--- config.mk ---
export PLATFORM = sky130hd
export DESIGN_NAME = rrb_renamer
export DESIGN_NICKNAME = d
export VERILOG_FILES = /design/src/rtl/rrb_pkg.sv /design/src/rtl/rrb_ctrl.sv /design/src/rtl/rrb_datapath.sv /design/src/rtl/rrb_renamer.sv
export SDC_FILE = /design/constraint.sdc
export NUM_CORES = 1
export LEC_CHECK = 0
export BUFFER_PORTS_ARGS = -buffer_cell sky130_fd_sc_hd__buf_2
export CORE_ASPECT_RATIO = 0.75
export CORE_UTILIZATION = 65
export CTS_CLUSTER_SIZE = 25
export DETAILED_ROUTE_END_ITERATION = 16
export PLACE_DENSITY = 0.92
export SETUP_SLACK_MARGIN = 0.02
export SKIP_CTS_REPAIR_TIMING = 1
export SYNTH_ARGS = -nofsm -noshare
export SYNTH_HDL_FRONTEND = slang
export SYNTH_SLANG_ARGS = --single-unit
--- constraint.sdc ---
create_clock -name clk -period 9.45 [get_ports clk]
set_clock_uncertainty 0.05 [all_clocks]
set_input_delay 0.4725 -clock clk [delete_from_list [all_inputs] [get_ports clk]]
set_output_delay 0.4725 -clock clk [all_outputs]
set_load 0.01 [all_outputs]
--- src/rtl/rrb_pkg.sv ---
package rrb_pkg;
  localparam int NUM_FILES = 3;

  typedef enum logic [1:0] {
    FILE_GR   = 2'd0,
    FILE_FR   = 2'd1,
    FILE_PR   = 2'd2,
    FILE_NONE = 2'd3
  } regFile_e;

  typedef struct packed {
    logic clearAll;
    logic stepDown;
  } rrbCtrl_t;
endpackage

--- src/rtl/rrb_ctrl.sv ---
module rrb_ctrl
  import rrb_pkg::*;
(
  input  logic     rotateStep,
  input  logic     rotateClear,
  output rrbCtrl_t ctrl
);
  // Clear wins over a simultaneous step.
  always_comb begin
    ctrl.clearAll = rotateClear;
    ctrl.stepDown = rotateStep & ~rotateClear;
  end
endmodule

--- src/rtl/rrb_datapath.sv ---
module rrb_datapath
  import rrb_pkg::*;
#(
  parameter int GR_REGS     = 128,
  parameter int FR_REGS     = 128,
  parameter int PR_REGS     = 64,
  parameter int GR_ROT_BASE = 32,
  parameter int FR_ROT_BASE = 32,
  parameter int PR_ROT_BASE = 16,
  parameter int IDX_W       = 7,
  parameter int SOR_W       = 4
) (
  input  logic                              clk,
  input  logic                              rstN,
  input  rrbCtrl_t                          ctrl,
  input  logic [1:0]                        fileSel,
  input  logic [IDX_W-1:0]                  virtIdx,
  input  logic [SOR_W-1:0]                  sorUnits,
  output logic [IDX_W-1:0]                  physIdx,
  output logic [NUM_FILES-1:0][IDX_W-1:0]   baseVec
);
  localparam int SZ_W       = IDX_W + 1;
  localparam int SUM_W      = SZ_W + 1;
  localparam int GR_MAX_SOR = (GR_REGS - GR_ROT_BASE) / 8;

  logic [SOR_W-1:0] sorClamp;
  logic [SZ_W-1:0]  grSize;

  assign sorClamp = (int'(sorUnits) > GR_MAX_SOR) ? SOR_W'(GR_MAX_SOR) : sorUnits;
  assign grSize   = SZ_W'(sorClamp) << 3;

  for (genvar f = 0; f < NUM_FILES; f++) begin : g_file
    localparam int START = (f == 0) ? GR_ROT_BASE : (f == 1) ? FR_ROT_BASE : PR_ROT_BASE;
    localparam int LIMIT = (f == 0) ? GR_REGS : (f == 1) ? FR_REGS : PR_REGS;

    logic [SZ_W-1:0]  regionSize;
    logic [IDX_W-1:0] baseQ;
    logic [IDX_W-1:0] mappedF;
    logic [SZ_W-1:0]  relIdx;
    logic [SUM_W-1:0] sumIdx;

    if (f == 0) begin : g_prog
      assign regionSize = grSize;
    end else begin : g_fixed
      assign regionSize = SZ_W'(LIMIT - START);
    end

    // Base register: decrement modulo region size, clear has priority.
    always_ff @(posedge clk or negedge rstN) begin
      if (!rstN) begin
        baseQ <= '0;
      end else if (ctrl.clearAll) begin
        baseQ <= '0;
      end else if (ctrl.stepDown) begin
        if (regionSize == '0) begin
          baseQ <= '0;
        end else if (baseQ == '0 || SZ_W'(baseQ) >= regionSize) begin
          baseQ <= IDX_W'(regionSize - 1'b1);
        end else begin
          baseQ <= baseQ - 1'b1;
        end
      end
    end

    // Rename: offset inside region, wrap once, rebase.
    always_comb begin
      mappedF = virtIdx;
      relIdx  = '0;
      sumIdx  = '0;
      if (SZ_W'(virtIdx) >= SZ_W'(START)) begin
        relIdx = SZ_W'(virtIdx) - SZ_W'(START);
        if (relIdx < regionSize) begin
          sumIdx = SUM_W'(relIdx) + SUM_W'(baseQ);
          if (sumIdx >= SUM_W'(regionSize)) begin
            sumIdx = sumIdx - SUM_W'(regionSize);
          end
          mappedF = IDX_W'(sumIdx + SUM_W'(START));
        end
      end
    end

    assign baseVec[f] = baseQ;
  end

  always_comb begin
    case (regFile_e'(fileSel))
      FILE_GR: physIdx = g_file[0].mappedF;
      FILE_FR: physIdx = g_file[1].mappedF;
      FILE_PR: physIdx = g_file[2].mappedF;
      default: physIdx = virtIdx;
    endcase
  end
endmodule

--- src/rtl/rrb_renamer.sv ---
module rrb_renamer
  import rrb_pkg::*;
#(
  parameter int GR_REGS     = 128,
  parameter int FR_REGS     = 128,
  parameter int PR_REGS     = 64,
  parameter int GR_ROT_BASE = 32,
  parameter int FR_ROT_BASE = 32,
  parameter int PR_ROT_BASE = 16,
  parameter int IDX_W       = 7,
  parameter int SOR_W       = 4
) (
  input  logic             clk,
  input  logic             rstN,
  input  logic [1:0]       fileSel,
  input  logic [IDX_W-1:0] virtIdx,
  input  logic [SOR_W-1:0] sorUnits,
  input  logic             rotateStep,
  input  logic             rotateClear,
  output logic [IDX_W-1:0] physIdx
);
  rrbCtrl_t                            ctrl;
  logic [NUM_FILES-1:0][IDX_W-1:0]     baseVec;

  rrb_ctrl u_ctrl (
    .rotateStep (rotateStep),
    .rotateClear(rotateClear),
    .ctrl       (ctrl)
  );

  rrb_datapath #(
    .GR_REGS    (GR_REGS),
    .FR_REGS    (FR_REGS),
    .PR_REGS    (PR_REGS),
    .GR_ROT_BASE(GR_ROT_BASE),
    .FR_ROT_BASE(FR_ROT_BASE),
    .PR_ROT_BASE(PR_ROT_BASE),
    .IDX_W      (IDX_W),
    .SOR_W      (SOR_W)
  ) u_dp (
    .clk     (clk),
    .rstN    (rstN),
    .ctrl    (ctrl),
    .fileSel (fileSel),
    .virtIdx (virtIdx),
    .sorUnits(sorUnits),
    .physIdx (physIdx),
    .baseVec (baseVec)
  );
endmodule

==> qor.yml <==
status: "complete, no violations"
async_flop_share: 1.00
numClockSinks: 21
ios: 24
startpoint_type: "primary input"
wire_per_inst_um: 16.3
grt_pass1_wl_mm: 14.4
fp.coreArea_mm2: 0.00498
synth.area.mux_share: 0.0650
dieArea_mm2: 0.00557
finalHoldViolations: 0
via_per_inst: 6.41
ys_ff_latch: 21
syn_area_mm2: 0.00343
drc: 0
synth_compound_area_frac: 0.271
reg_top3: "u_dp.g_file.baseQ: 21 flops"
required_ns: 8.93
die_x_um: 85.8
grt_start_max_net_pins: 28
hold_ws_ns: 0.111
final_common_cell: "ha_1"
stdcell_count: 510
first_global_vias: 3127
synthXorXnorAreaFrac: 0.0460
dp_slack_ns: 4.70
clockRootBuffer: "clkbuf_8"
portBuffers: 23
ctsHtreeMaxLevel: 1
top_register: "u_dp.g_file.baseQ"
ys_warn_count: 0
ys.flop_type: "dfrtp_1"
p_int_uw: 344
fin_ws_ns: 4.66
finalNetCount: 507
rsz0062_at_grt: "false"
diodes: 0
initial_core_util: 0.688
dr_total_vias: 3267
synth_edf_count: 0
arrival_ns: 4.27
netlist_instances: 423
die_h_um: 64.9
clk_pin_slew_worst_paths_ns: 0.07
hpwl_mm: 6.68
grt_usage: 0.319
cts_tree: "done"
ys_seq_area_frac: 0.153
power.density_mw_per_mm2: 182
dp.cells: 506
drive_above_1_share: 0.116
pwr-share-comb: 0.719
r2r_cells: 10
tightest_slew_ns: 0.808
area_delta_synth_final_pct: 5.99
first_pass_iters: 6
synth_adder_area_share: 0.195
overflow: 0
synth.distinct_cells: 74
fin_setup_tns_ns: 0
period_share: 0.507
rrSetupSlack_ns: 7.10
p_clk_frac: 0.086
synth.avg_cell_area_um2: 8.10
switching_share: 0.480
post-route-util: 0.729
hp-class: "primary input to asynchronous set/reset pin"
rows: 22
crit_type: "primary input to primary output"
gp_congestion: 0.926
antenna_found_initial: 0
cts.path.max_buffers: 2
timing.fmax_mhz: 209
synth-simple-area-share: 0.216
seqPwrFrac: 0.195
first_iter_violations: 304
largest_reg_flops: 21
crit_fanout: 7
ant_nets: 0
cts_made_buffers: 3
power.leakage_nw: 1.71
end_kind: "primary output"
peakVddDrop_uv: 157
p_sw_uw: 317
clk_latency_ns: 0.25
wl_mm: 8.31
relSlewSlack: 0.461
maxSlewViolCount: 0
finalCriticalPeriod_ns: 4.79
syn_nets: 491
synth_top_family_by_area: "compound AO/OA/AOI/OAI gates"
final-setup-viol-count: 0
rr_endpoint: "u_dp.g_file[0].baseQ[4]$_DFFE_PN0P_"
reg2reg_from: "u_dp.g_file[0].baseQ[3]$_DFFE_PN0P_"
max_cap_viol_count: 0
final_cell_mix: "ha_1, nor2_1, inv_1"
[stage by stage]
stage          instance area, µm²  power (mW)
2_1_floorplan                3430       0.496
3_3_place_gp                 3590       0.578
3_5_place_dp                 3590       0.596
4_1_cts                      3630       0.656
5_1_grt                      3630       0.722
6_report                     3630       0.660
[critical path: stages]
cell	delay, ns
buf_2	0.19
inv_1	0.12
ha_1	0.32
inv_1	0.06
ha_1	0.36
and3b_1	0.20
a211o_1	0.24
nor3_2	0.21
inv_1	0.08
ha_1	0.20
nand3_1	0.07
o21ai_1	0.13
nor3_2	0.29
mux2i_1	0.31
ha_1	0.20
xnor2_1	0.13
xnor2_1	0.16
xnor2_1	0.10
a211o_1	0.29
buf_2	0.13
[layer usage]
layer  routed length [µm]  vias up  global-route usage
met3                  489       13              0.0382
li1                     -     1612                   -
met5                    0        -                   0
met1                 3930     1517               0.448
met4                  111        0              0.0729
met2                 3780      125               0.524
[cells by family (layout without fill, tap and decap cells)]
| group | count (synthesis) | after routing |
|---|---|---|
| buffers and inverters | 48 | 63 |
| flip-flops | 21 | 21 |
| AND/OR/NAND/NOR | 136 | 136 |
| adder cells (fa/ha/maj) | 51 | 51 |
| XOR/XNOR | 18 | 18 |
| multiplexers | 21 | 21 |
| AO/OA/AOI/OAI | 128 | 128 |
[power groups by stage]
stage | clock network, mW | registers [mW] | logic, mW
2_1_floorplan | 0 | 0.122 | 0.374
3_3_place_gp | 0 | 0.129 | 0.449
3_5_place_dp | 0 | 0.130 | 0.466
4_1_cts | 0.0587 | 0.128 | 0.469
5_1_grt | 0.0623 | 0.131 | 0.529
6_report | 0.0571 | 0.129 | 0.475
[cell usage after synthesis, drive strengths merged (8+ instances only)]
master	n	area, µm²
ha	47	588
nor2	46	173
inv	35	131
o21ai	31	166
a21oi	24	124
dfrtp	21	526
nand2	21	86.3
mux2i	17	170
nor3	15	90.1
a211oi	13	108
nand3	13	65.1
clkbuf	11	42.5
nor2b	10	62.6
xnor2	10	87.6
xor2	8	70.1
[worst max path at each step]
stage                    start         end  slack (ns)  cells past startpoint
floorplan           virtIdx[5]  physIdx[6]        5.34                     18
finish              virtIdx[4]  physIdx[6]        4.66                     20
detailed placement  virtIdx[4]  physIdx[6]        4.70                     20
CTS                 virtIdx[4]  physIdx[6]        4.69                     20
global placement    virtIdx[4]  physIdx[6]        4.86                     20
global route        virtIdx[4]  physIdx[6]        4.39                     20
[cell type report]
| class | count | area (µm²) |
|---|---|---|
| inverter | 35 | 131 |
| timing repair buffer | 24 | 123 |
| multi-input combinational | 354 | 2720 |
| clock buffer | 4 | 45.0 |
| sequential | 21 | 526 |
| tap | 72 | 90.1 |
| fill | 384 | 1350 |
Power figures use the tool's default switching activity.
